$ cat config.mk
export PLATFORM = sky130hd
export DESIGN_NAME = mc_timer
export DESIGN_NICKNAME = d
export VERILOG_FILES = /design/src/rtl/mct_pkg.sv /design/src/rtl/mct_count_core.sv /design/src/rtl/mct_match_chan.sv /design/src/rtl/mct_capture.sv /design/src/rtl/mc_timer.sv
export SDC_FILE = /design/constraint.sdc
export NUM_CORES = 1
export LEC_CHECK = 0
export ABC_AREA = 1
export ABC_CLOCK_PERIOD_IN_PS = 2400
export BUFFER_PORTS_ARGS = -buffer_cell sky130_fd_sc_hd__buf_2
export CAP_MARGIN = 10
export CORE_MARGIN = 5
export CORE_UTILIZATION = 50
export DETAILED_ROUTE_END_ITERATION = 10
export PLACE_DENSITY = 0.7
export SLEW_MARGIN = 20
export SYNTH_ARGS = -nofsm -noshare
export SYNTH_HDL_FRONTEND = slang
export SYNTH_SLANG_ARGS = --single-unit
$ cat constraint.sdc
create_clock -name clk -period 2.4 [get_ports clk]
set_clock_uncertainty 0.2 [all_clocks]
set_input_delay 0 -clock clk [delete_from_list [all_inputs] [get_ports clk]]
set_output_delay 0 -clock clk [all_outputs]
set_load 0.1 [all_outputs]
$ cat src/rtl/mct_pkg.sv
package mct_pkg;
  localparam int ADDR_W = 4;
  localparam logic [ADDR_W-1:0] A_CTRL = 4'd0;
  localparam logic [ADDR_W-1:0] A_STAT = 4'd1;
  localparam logic [ADDR_W-1:0] A_CNT  = 4'd2;
  localparam logic [ADDR_W-1:0] A_PCNT = 4'd3;
  localparam logic [ADDR_W-1:0] A_PLIM = 4'd4;
  localparam logic [ADDR_W-1:0] A_MCTL = 4'd5;
  localparam logic [ADDR_W-1:0] A_CCTL = 4'd6;
  localparam logic [ADDR_W-1:0] A_CAPT = 4'd7;
  localparam logic [ADDR_W-1:0] A_MR0  = 4'd8;
  localparam int ACT_BITS = 3;
  localparam int CAP_CTL_W = 3;
  typedef struct packed {
    logic stop_en;
    logic rst_en;
    logic irq_en;
  } match_act_t;
endpackage

$ cat src/rtl/mct_count_core.sv
module mct_count_core #(
  parameter int DW = 32
) (
  input  logic          clk,
  input  logic          rst,
  input  logic          run,
  input  logic [DW-1:0] plim,
  input  logic          clr,
  input  logic          tc_wr,
  input  logic          pc_wr,
  input  logic [DW-1:0] wdata,
  input  logic          hit_rst,
  input  logic          hit_stop,
  output logic          tick,
  output logic [DW-1:0] tc_q,
  output logic [DW-1:0] pc_q
);
  logic [DW-1:0] tc_d, pc_d;

  always_comb begin
    tick = run && (pc_q == plim);
  end

  always_comb begin
    pc_d = pc_q;
    if (clr)            pc_d = '0;
    else if (pc_wr)     pc_d = wdata;
    else if (tick)      pc_d = '0;
    else if (run)       pc_d = pc_q + 1'b1;
  end

  always_comb begin
    tc_d = tc_q;
    if (clr)            tc_d = '0;
    else if (tc_wr)     tc_d = wdata;
    else if (tick) begin
      if (hit_rst)       tc_d = '0;
      else if (hit_stop) tc_d = tc_q;
      else               tc_d = tc_q + 1'b1;
    end
  end

  always_ff @(posedge clk) begin
    if (rst) begin
      tc_q <= '0;
      pc_q <= '0;
    end else begin
      tc_q <= tc_d;
      pc_q <= pc_d;
    end
  end
endmodule

$ cat src/rtl/mct_match_chan.sv
module mct_match_chan #(
  parameter int DW = 32
) (
  input  logic          clk,
  input  logic          rst,
  input  logic          wr,
  input  logic [DW-1:0] wdata,
  input  logic          tick,
  input  logic [DW-1:0] tc,
  output logic [DW-1:0] match_val,
  output logic          hit
);
  always_ff @(posedge clk) begin
    if (rst)     match_val <= '0;
    else if (wr) match_val <= wdata;
  end

  always_comb begin
    hit = tick && (tc == match_val);
  end
endmodule

$ cat src/rtl/mct_capture.sv
module mct_capture #(
  parameter int DW = 32,
  parameter int SYNC_STAGES = 2
) (
  input  logic          clk,
  input  logic          rst,
  input  logic          cap_in,
  input  logic          rise_en,
  input  logic          fall_en,
  input  logic [DW-1:0] tc,
  output logic [DW-1:0] cap_val,
  output logic          cap_evt
);
  logic [SYNC_STAGES-1:0] sync_q;
  logic                   prev_q;
  logic                   cur, rise, fall;

  always_ff @(posedge clk) begin
    if (rst) begin
      sync_q <= '0;
      prev_q <= 1'b0;
    end else begin
      sync_q <= {sync_q[SYNC_STAGES-2:0], cap_in};
      prev_q <= sync_q[SYNC_STAGES-1];
    end
  end

  always_comb begin
    cur     = sync_q[SYNC_STAGES-1];
    rise    = cur & ~prev_q;
    fall    = ~cur & prev_q;
    cap_evt = (rise & rise_en) | (fall & fall_en);
  end

  always_ff @(posedge clk) begin
    if (rst)          cap_val <= '0;
    else if (cap_evt) cap_val <= tc;
  end
endmodule

$ cat src/rtl/mc_timer.sv
module mc_timer
  import mct_pkg::*;
#(
  parameter int DW  = 32,
  parameter int NCH = 4,
  parameter int AW  = ADDR_W
) (
  input  logic          clk,
  input  logic          rst,
  input  logic          wr_en,
  input  logic          rd_en,
  input  logic [AW-1:0] addr,
  input  logic [DW-1:0] wr_data,
  output logic [DW-1:0] rd_data,
  input  logic          cap_in,
  output logic          irq
);
  localparam int MCW = ACT_BITS * NCH;
  localparam int FLW = NCH + 1;

  logic                 run_q;
  logic [MCW-1:0]       mcr_q;
  logic [CAP_CTL_W-1:0] ccr_q;
  logic [DW-1:0]        plim_q;
  logic [FLW-1:0]       flags_q, flags_d, flag_set, flag_clr;
  logic [DW-1:0]        tc_q, pc_q, cap_val, rd_mux;
  logic [DW-1:0]        mr_val [NCH];
  logic [NCH-1:0]       hit, irq_vec, rst_vec, stop_vec, wr_mr;
  logic                 tick, cap_evt, hit_rst, hit_stop;
  logic                 wr_ctrl, wr_stat, wr_cnt, wr_pcnt, wr_plim, wr_mctl, wr_cctl;

  always_comb begin
    wr_ctrl = wr_en && (addr == A_CTRL);
    wr_stat = wr_en && (addr == A_STAT);
    wr_cnt  = wr_en && (addr == A_CNT);
    wr_pcnt = wr_en && (addr == A_PCNT);
    wr_plim = wr_en && (addr == A_PLIM);
    wr_mctl = wr_en && (addr == A_MCTL);
    wr_cctl = wr_en && (addr == A_CCTL);
  end

  mct_count_core #(.DW(DW)) u_core (
    .clk(clk), .rst(rst), .run(run_q), .plim(plim_q),
    .clr(wr_ctrl && wr_data[1]), .tc_wr(wr_cnt), .pc_wr(wr_pcnt),
    .wdata(wr_data), .hit_rst(hit_rst), .hit_stop(hit_stop),
    .tick(tick), .tc_q(tc_q), .pc_q(pc_q)
  );

  for (genvar ch = 0; ch < NCH; ch++) begin : g_chan
    match_act_t act;
    assign act          = match_act_t'(mcr_q[ACT_BITS*ch +: ACT_BITS]);
    assign irq_vec[ch]  = act.irq_en;
    assign rst_vec[ch]  = act.rst_en;
    assign stop_vec[ch] = act.stop_en;
    assign wr_mr[ch]    = wr_en && (addr == AW'(int'(A_MR0) + ch));

    mct_match_chan #(.DW(DW)) u_chan (
      .clk(clk), .rst(rst), .wr(wr_mr[ch]), .wdata(wr_data),
      .tick(tick), .tc(tc_q), .match_val(mr_val[ch]), .hit(hit[ch])
    );
  end

  assign hit_rst  = |(hit & rst_vec);
  assign hit_stop = |(hit & stop_vec);

  mct_capture #(.DW(DW), .SYNC_STAGES(2)) u_cap (
    .clk(clk), .rst(rst), .cap_in(cap_in),
    .rise_en(ccr_q[0]), .fall_en(ccr_q[1]), .tc(tc_q),
    .cap_val(cap_val), .cap_evt(cap_evt)
  );

  always_comb begin
    flag_set = {cap_evt & ccr_q[2], hit & irq_vec};
    flag_clr = wr_stat ? wr_data[FLW-1:0] : '0;
    flags_d  = (flags_q & ~flag_clr) | flag_set;
  end

  always_ff @(posedge clk) begin
    if (rst) begin
      run_q   <= 1'b0;
      mcr_q   <= '0;
      ccr_q   <= '0;
      plim_q  <= '0;
      flags_q <= '0;
      irq     <= 1'b0;
    end else begin
      if (wr_ctrl)       run_q <= wr_data[0];
      else if (hit_stop) run_q <= 1'b0;
      if (wr_mctl) mcr_q  <= wr_data[MCW-1:0];
      if (wr_cctl) ccr_q  <= wr_data[CAP_CTL_W-1:0];
      if (wr_plim) plim_q <= wr_data;
      flags_q <= flags_d;
      irq     <= |flags_d;
    end
  end

  always_comb begin
    rd_mux = '0;
    case (addr)
      A_CTRL:  rd_mux = DW'(run_q);
      A_STAT:  rd_mux = DW'(flags_q);
      A_CNT:   rd_mux = tc_q;
      A_PCNT:  rd_mux = pc_q;
      A_PLIM:  rd_mux = plim_q;
      A_MCTL:  rd_mux = DW'(mcr_q);
      A_CCTL:  rd_mux = DW'(ccr_q);
      A_CAPT:  rd_mux = cap_val;
      default: begin
        for (int c = 0; c < NCH; c++) begin
          if (addr == AW'(int'(A_MR0) + c)) rd_mux = mr_val[c];
        end
      end
    endcase
  end

  always_ff @(posedge clk) begin
    if (rst) rd_data <= '0;
    else     rd_data <= rd_en ? rd_mux : '0;
  end
endmodule

==> results_dict.tcl, run 1 <==
set metrics [dict create \
    synth-async-reset-ratio 0 \
    max_slew_margin 0.566 \
    clock_tree.buffer_depth 3 \
    reg_area_um2 6330 \
    timing.critical_path.from_type "flip-flop" \
    clock_sink_count 313 \
    detail-route-antenna-nets 0 \
    dpl.hpwl_um 47300 \
    final-max-slew-violation-count 0 \
    synthTopCellsByArea "sky130_fd_sc_hd__dfxtp_1 (37%), sky130_fd_sc_hd__nand2_1 (13%), sky130_fd_sc_hd__a21oi_1 (8.0%)" \
    die_y_um 194 \
    grt_antenna_before_repair 0 \
    vias_per_cell 5.87 \
    flow.area_growth_from_synthesis_pct 31.0 \
    fp.dieW_um 194 \
    fp-row-count 67 \
    drt-wirelength-per-cell_um 21.1 \
    root_buffer "sky130_fd_sc_hd__clkbuf_16" \
    number_of_levels_in_the_clock_h_tree 2 \
    synth.ff_latch_count 313 \
    drt-total-wl_um 69400 \
    number_of_clock_buffers_inserted_by_tritoncts 36 \
    critPathMaxFanout 8 \
    finalNetCount 2860 \
    layout_min_cycle_time_ns 2.64 \
    routed_via_count 19335 \
    first_global_vias 18492 \
    multi_input_comb_area_um2 9570 \
    globalplace.congestion 1.04 \
    timing.hold.ws_ns 0.109 \
    numPortBuffers 73 \
    core_utilization_of_the_finished_layout 0.663 \
    cp_slowest_stage_delay_ns 0.37 \
    post-route-period-util 1.10 \
    postSynthCellCount 2498 \
    first_pass_grt_wire_length_um 105000 \
    synth_cell_types 46 \
    end_kind "flip-flop" \
    arrival_ns 2.84 \
    transition_time_at_the_pin_with_the_least_slew_margin_ns 0.652 \
    grt.total_usage 0.348 \
    minimum_setup_slack_in_the_final_design_ns -0.245 \
    critical-path-top-cell-by-count "sky130_fd_sc_hd__nand2_1" \
    detail_route.first_pass.iterations 5 \
    post_synth_instance_area_um2 17000 \
    p_total_uw 12200 \
    slowest_stage "sky130_fd_sc_hd__dfxtp_1" \
    drive_gt1_frac 0.241 \
    grt_start_max_net_pins 87 \
    critPathKind "flip-flop to flip-flop" \
    mappedNetlistNets 2541 \
    num-fill-cells 3000 \
    synthDominantCellAreaShare 0.369 \
    floorplan_core_area_um2 33500 \
    timing.hold.worst.class "primary input to flip-flop" \
    peakVddDrop_v 0.000576 \
    postSynthAreaPerCell_um2 6.80 \
    postSynth.topFlopCell "sky130_fd_sc_hd__dfxtp_1" \
    clock_tree_from_tritoncts "yes" \
    outcome "finished, violations left" \
    timing.critical_path.max_delay_family "simple AND/OR/NAND/NOR gates" \
    die-area_um2 37700 \
    drtIter0Drc 1976 \
    antenna-diode-count 0 \
    grt_setup_unrepaired "true" \
    hold_viol 0 \
    synth_seq_area_share 0.369 \
    remaining_drc_errors 0 \
    p_per_area_nw_per_um2 551 \
    cp_cell_sequence "inv_1 > nand2_1 > nand2_1 > nor2_1 > nand2_1 > nor2_1 > nand2_1 > nor2_4 > nand3_2 > nand2_2 > inv_2 > nand2_2 > nand2_4 > nand2_8 > nand2_8 > buf_12 > nand2_4 > a21oi_2" \
    ys_warn_count 0 \
    cellLeakagePower_uw 0.00953 \
    setup_viol 40 \
    maxClockFrequency_ghz 0.378 \
    clk_pin_slew_worst_paths_ns 0.06 \
    initial_core_util 0.506 \
    critical_path_required_ns 2.60 \
    netlist.top_cell.by_area "sky130_fd_sc_hd__dfxtp_1" \
    boundaryPins 74 \
    synth_enable_flop_cells 0 \
    cap_violations 0 \
    worstPathBufferInverterCount 3 \
    grt.overflow.total 0 \
    violated_checks "setup timing" \
    clk-insertion-delay-late_ns 0.55 \
]
-- layout make-up --
cell class              count  share of cell area
clock buffers              48              0.0462
clock inverters            17             0.00816
inverters                 238              0.0406
multi-input cells        1775               0.430
flip-flops and latches    313               0.285
well taps                 448              0.0252
repair buffers            453               0.165
-- routing by layer --
layer  vias to the layer above  global-route usage  wire (µm)
met1                      9022               0.449      27100
met4                         0               0.160       3550
met2                      1125               0.576      32300
li1                       8949                   -          -
met3                       239              0.0520       6390
met5                         -                   0          0
-- sequential cells by signal, summed over array words and instances, names as in the netlist --
signal                   flops
g_chan.u_chan.match_val    128
rd_data                     32
u_cap.prev_q                 1
plim_q                      32
u_core.tc_q                 32
irq                          1
u_core.pc_q                 32
u_cap.cap_val               32
mcr_q                       12
run_q                        1
u_cap.sync_q                 2
ccr_q                        3
flags_q                      5
-- worst reg2reg max path: stages (launching register included) --
cell and delay (ns):
sky130_fd_sc_hd__dfxtp_1 0.37, sky130_fd_sc_hd__inv_1 0.10, sky130_fd_sc_hd__nand2_1 0.07, sky130_fd_sc_hd__nand2_1 0.06, sky130_fd_sc_hd__nor2_1 0.10, sky130_fd_sc_hd__nand2_1 0.11
sky130_fd_sc_hd__nor2_1 0.24, sky130_fd_sc_hd__nand2_1 0.18, sky130_fd_sc_hd__nor2_4 0.17, sky130_fd_sc_hd__nand3_2 0.09, sky130_fd_sc_hd__nand2_2 0.09, sky130_fd_sc_hd__inv_2 0.05
sky130_fd_sc_hd__nand2_2 0.07, sky130_fd_sc_hd__nand2_4 0.07, sky130_fd_sc_hd__nand2_8 0.11, sky130_fd_sc_hd__nand2_8 0.11, sky130_fd_sc_hd__buf_12 0.19, sky130_fd_sc_hd__nand2_4 0.07
sky130_fd_sc_hd__a21oi_2 0.05
-- synthesized netlist by cell type, types with 3 or more instances --
cell	count
sky130_fd_sc_hd__a211oi_1	31
sky130_fd_sc_hd__a21oi_1	270
sky130_fd_sc_hd__a221oi_1	25
sky130_fd_sc_hd__a31oi_1	45
sky130_fd_sc_hd__a41oi_1	3
sky130_fd_sc_hd__buf_1	8
sky130_fd_sc_hd__buf_2	13
sky130_fd_sc_hd__buf_4	31
sky130_fd_sc_hd__buf_6	7
sky130_fd_sc_hd__clkbuf_1	112
sky130_fd_sc_hd__dfxtp_1	313
sky130_fd_sc_hd__inv_1	230
sky130_fd_sc_hd__inv_2	8
sky130_fd_sc_hd__nand2_1	577
sky130_fd_sc_hd__nand2_2	3
sky130_fd_sc_hd__nand3_1	162
sky130_fd_sc_hd__nand3b_1	25
sky130_fd_sc_hd__nand4_1	24
sky130_fd_sc_hd__nor2_1	194
sky130_fd_sc_hd__nor3_1	32
sky130_fd_sc_hd__nor4_1	7
sky130_fd_sc_hd__o2111ai_1	4
sky130_fd_sc_hd__o211ai_1	7
sky130_fd_sc_hd__o21ai_0	144
sky130_fd_sc_hd__o22ai_1	68
sky130_fd_sc_hd__xnor2_1	3
sky130_fd_sc_hd__xor2_1	126
-- report_power, final --
part           internal [µW]  switching [µW]
Sequential              5280            61.0
Clock                   3350            2330
Combinational            417             803
-- placed cells by master (no fill, tap or decap), drive strengths merged, types with 3 or more instances in the layout --
cell,n
dfxtp,313
bufinv,3
buf,405
o22ai,68
a211oi,31
a41oi,3
nor4,8
nand2,582
xor2,126
clkinvlp,5
nand3b,25
nand4,24
o211ai,7
nand3,163
inv,240
nor3,35
nor2,197
a21oi,272
a221oi,25
o2111ai,4
clkbuf,50
a31oi,45
dlygate4sd3,46
clkinv,7
xnor2,3
o21ai,144
-- per-stage QoR --
step                      worst slack [ns]  instances  TNS (ns)  cell area, µm²
after global placement              -0.180       3155     -6.74           19700
after detailed placement            -0.263       3155     -8.86           19700
after floorplan                      0.165       2498         0           17000
after CTS                           -0.103       3284     -2.91           21800
final                               -0.245       3292     -7.44           22200
after global routing                -0.314       3292    -11.12           22200
-- kinds of logic after synthesis --
| logic type | Yosys count | synth area share |
|---|---|---|
| AO/OA/AOI/OAI | 608 | 0.202 |
| buffers and inverters | 410 | 0.102 |
| flip-flops | 313 | 0.369 |
| adder cells (fa/ha/maj) | 2 | 0.00147 |
| XOR/XNOR | 129 | 0.0666 |
| AND/OR/NAND/NOR | 1036 | 0.259 |
-- what timing repair did --
action / in CTS / in global routing
endpoints found under the hold margin: 277 / 0
setup endpoints to repair: 53 / 66
pin swaps: 16 / 27
hold buffers: 46 / 0
cloned: 1 / 3
setup buffers: 18 / 6
gates resized for setup: 127 / 111
-- path summary, 6_finish.rpt --
check / start / cells past startpoint / slack (ns) / endpoint
setup reg to reg: u_core.tc_q[28]$_SDFFE_PP0P_ / 18 / -0.24 / u_core.tc_q[22]$_SDFFE_PP0P_
setup / recovery: u_core.tc_q[28]$_SDFFE_PP0P_ / 18 / -0.24 / u_core.tc_q[22]$_SDFFE_PP0P_
hold reg to reg: u_cap.sync_q[0]$_SDFF_PP0_ / 2 / 0.22 / u_cap.sync_q[1]$_SDFF_PP0_
hold / removal: addr[2] / 7 / 0.11 / g_chan[3].u_chan.match_val[31]$_SDFFE_PP0P_
Power figures use the tool's default switching activity.
==> run 2: changes to the inputs <==
--- a/config.mk
+++ b/config.mk
@@ -6,13 +6,13 @@
 export NUM_CORES = 1
 export LEC_CHECK = 0
 export ABC_AREA = 1
-export ABC_CLOCK_PERIOD_IN_PS = 2400
+export ABC_CLOCK_PERIOD_IN_PS = 2800
 export BUFFER_PORTS_ARGS = -buffer_cell sky130_fd_sc_hd__buf_2
 export CAP_MARGIN = 10
 export CORE_MARGIN = 5
 export CORE_UTILIZATION = 50
 export DETAILED_ROUTE_END_ITERATION = 10
-export PLACE_DENSITY = 0.7
+export PLACE_DENSITY = 0.68
 export SLEW_MARGIN = 20
 export SYNTH_ARGS = -nofsm -noshare
 export SYNTH_HDL_FRONTEND = slang
==> constraint.sdc (replaced) <==
create_clock -name clk -period 2.8 [get_ports clk]
set_clock_uncertainty 0.2 [all_clocks]
set_input_delay 0 -clock clk [delete_from_list [all_inputs] [get_ports clk]]
set_output_delay 0 -clock clk [all_outputs]
set_load 0.1 [all_outputs]
==> results_dict.tcl, run 2 (synthesis results as in run 1) <==
set metrics [dict create \
    outcome "complete, no violations" \
    first_global_vias 17230 \
    timing.critical_path.from_type "flip-flop" \
    detail_route.first_pass.iterations 6 \
    initial_core_util 0.506 \
    setup_viol 0 \
    cp_cell_sequence "inv_1 > nand2_1 > nand2_1 > a21oi_1 > nand2_1 > nor2_1 > nand2_1 > nor2_1 > nand3_1 > nand2_1 > inv_1 > nand2_1 > nand2_2 > nand2_8 > nand2_8 > clkbuf_16 > nand2_1 > a21oi_1" \
    die-area_um2 37700 \
    grt_start_max_net_pins 76 \
    vias_per_cell 5.92 \
    critPathMaxFanout 5 \
    grt_setup_unrepaired "true" \
    p_total_uw 10400 \
    dpl.hpwl_um 46200 \
    critical_path_required_ns 3.01 \
    end_kind "flip-flop" \
    hold_viol 0 \
    preCtsSetupSlack_ns -0.256 \
    routed_via_count 18302 \
    regMostFlops "g_chan.u_chan.match_val" \
    most_frequent_cells_in_the_layout "sky130_fd_sc_hd__nand2_1 (563), sky130_fd_sc_hd__dfxtp_1 (287), sky130_fd_sc_hd__a21oi_1 (270)" \
    antenna-diode-count 0 \
    p_per_area_nw_per_um2 517 \
    met3_routed_length_um 5510 \
    first_pass_grt_wire_length_um 99600 \
    floorplan_core_area_um2 33500 \
    cp_slowest_stage_delay_ns 0.39 \
    multi_input_comb_area_um2 9160 \
    critical-path-top-cell-by-count "sky130_fd_sc_hd__nand2_1" \
    min_path_cells 4 \
    cap_violations 0 \
    drt-wirelength-per-cell_um 21.3 \
    clk_pin_slew_worst_paths_ns 0.06 \
    clock_sink_count 313 \
    cellLeakagePower_uw 0.00821 \
    clock_tree.buffer_depth 3 \
    critical_path_cell_count 18 \
    largest_register_ff_count 128 \
    clock_tree_from_tritoncts "yes" \
    grt_antenna_before_repair 1 \
    wl_met1_um 26600 \
    number_of_clock_buffers_inserted_by_tritoncts 36 \
    boundaryPins 74 \
    number_of_levels_in_the_clock_h_tree 2 \
    num-fill-cells 3154 \
    flow.area_growth_from_synthesis_pct 18.6 \
    drive_gt1_frac 0.137 \
    drt-total-wl_um 65800 \
    worstPathBufferInverterCount 3 \
    grt.total_usage 0.329 \
    fin_tns_setup_ns 0 \
    timing.hold.ws_ns 0.0454 \
    minimum_setup_slack_in_the_final_design_ns 0.0456 \
    reg2reg_depth 18 \
    post-route-period-util 0.984 \
    max_slew_margin 0.384 \
    mostFrequentLayoutCell "sky130_fd_sc_hd__nand2_1" \
    remaining_drc_errors 0 \
    timing.hold.worst.class "primary input to flip-flop" \
    die_y_um 194 \
    arrival_ns 2.97 \
    fp.dieW_um 194 \
    drtIter0Drc 1691 \
    layout_min_cycle_time_ns 2.75 \
    detail-route-antenna-nets 0 \
    globalplace.congestion 1.00 \
    finalNetCount 2659 \
    root_buffer "sky130_fd_sc_hd__clkbuf_16" \
    grt.overflow.total 0 \
    maxClockFrequency_ghz 0.363 \
    dr.max_layer_used "met5" \
    numPortBuffers 73 \
    critPathKind "flip-flop to flip-flop" \
    transition_time_at_the_pin_with_the_least_slew_margin_ns 0.901 \
    reg_area_um2 6300 \
    wl_met2_um 30700 \
    clk-insertion-delay-late_ns 0.54 \
    slowest_stage "sky130_fd_sc_hd__dfxtp_1" \
    peakVddDrop_v 0.000416 \
    timing.critical_path.max_delay_family "simple AND/OR/NAND/NOR gates" \
    final-max-slew-violation-count 0 \
    fp-row-count 67 \
]
[run 2: cell count changes in the layout (fill, tap and decap cells not counted), moves of 8 or more]
cell	before	now
sky130_fd_sc_hd__nor2_1	163	172
sky130_fd_sc_hd__nand3_2	10	2
sky130_fd_sc_hd__a21oi_1	253	270
sky130_fd_sc_hd__buf_4	304	122
sky130_fd_sc_hd__nand3_1	153	161
sky130_fd_sc_hd__inv_1	216	225
sky130_fd_sc_hd__dfxtp_1	270	287
sky130_fd_sc_hd__dfxtp_2	39	24
sky130_fd_sc_hd__a21oi_2	19	2
sky130_fd_sc_hd__nand2_4	19	0
sky130_fd_sc_hd__nand2_1	505	563
sky130_fd_sc_hd__nand2_2	56	17
sky130_fd_sc_hd__buf_12	19	10
[run 2: per-stage QoR]
| step | util | instance area [µm²] | instances |
|---|---|---|---|
| 5_1_grt | 0.600 | 20100 | 3091 |
| 2_1_floorplan | - | 17000 | 2498 |
| 4_1_cts | 0.594 | 19900 | 3087 |
| 3_5_place_dp | 0.543 | 18200 | 2978 |
| 3_3_place_gp | 0.543 | 18200 | 2978 |
| 6_report | 0.600 | 20100 | 3091 |
[run 2: timing repair]
action                                 CTS  global route
gates resized for setup                 11            61
setup endpoints to repair               37            40
endpoints found under the hold margin  273             0
gates cloned                             0             3
hold buffers                            44             0
buffers inserted                         0             1
pin swaps                                0             3
[run 2: report_power, final]
group,switching [µW],internal (µW)
clock,1960,2970
sequential,53.6,4530
combinational,634,273
total,2650,7770
[run 2: final timing paths]
check	startpoint	end	slack, ns
max reg2reg	u_core.tc_q[18]$_SDFFE_PP0P_	u_core.tc_q[20]$_SDFFE_PP0P_	0.05
min	cap_in	u_cap.sync_q[0]$_SDFF_PP0_	0.05
max	u_core.tc_q[18]$_SDFFE_PP0P_	u_core.tc_q[20]$_SDFFE_PP0P_	0.05
min reg2reg	u_cap.sync_q[0]$_SDFF_PP0_	u_cap.sync_q[1]$_SDFF_PP0_	0.20
[run 2: routing by layer]
layer  vias to the layer above  GRT usage
li1                       8548          -
met1                      8558      0.433
met2                       987      0.547
met3                       207     0.0454
met4                         2      0.136
met5                         -          0
[run 2: worst reg2reg max path: cells and delay by family, from the launching register on]
| kind | cells | cell delay (ns) |
|---|---|---|
| flops | 1 | 0.39 |
| buf+inv | 3 | 0.38 |
| compound gates | 2 | 0.24 |
| simple gates | 13 | 1.42 |
[run 2: cell type report]
cell class,count,area share
flip-flops and latches,313,0.313
clock inverters,12,0.00708
inverters,238,0.0444
clock buffers,53,0.0539
well taps,448,0.0278
repair buffers,252,0.0990
multi-input cells,1775,0.455
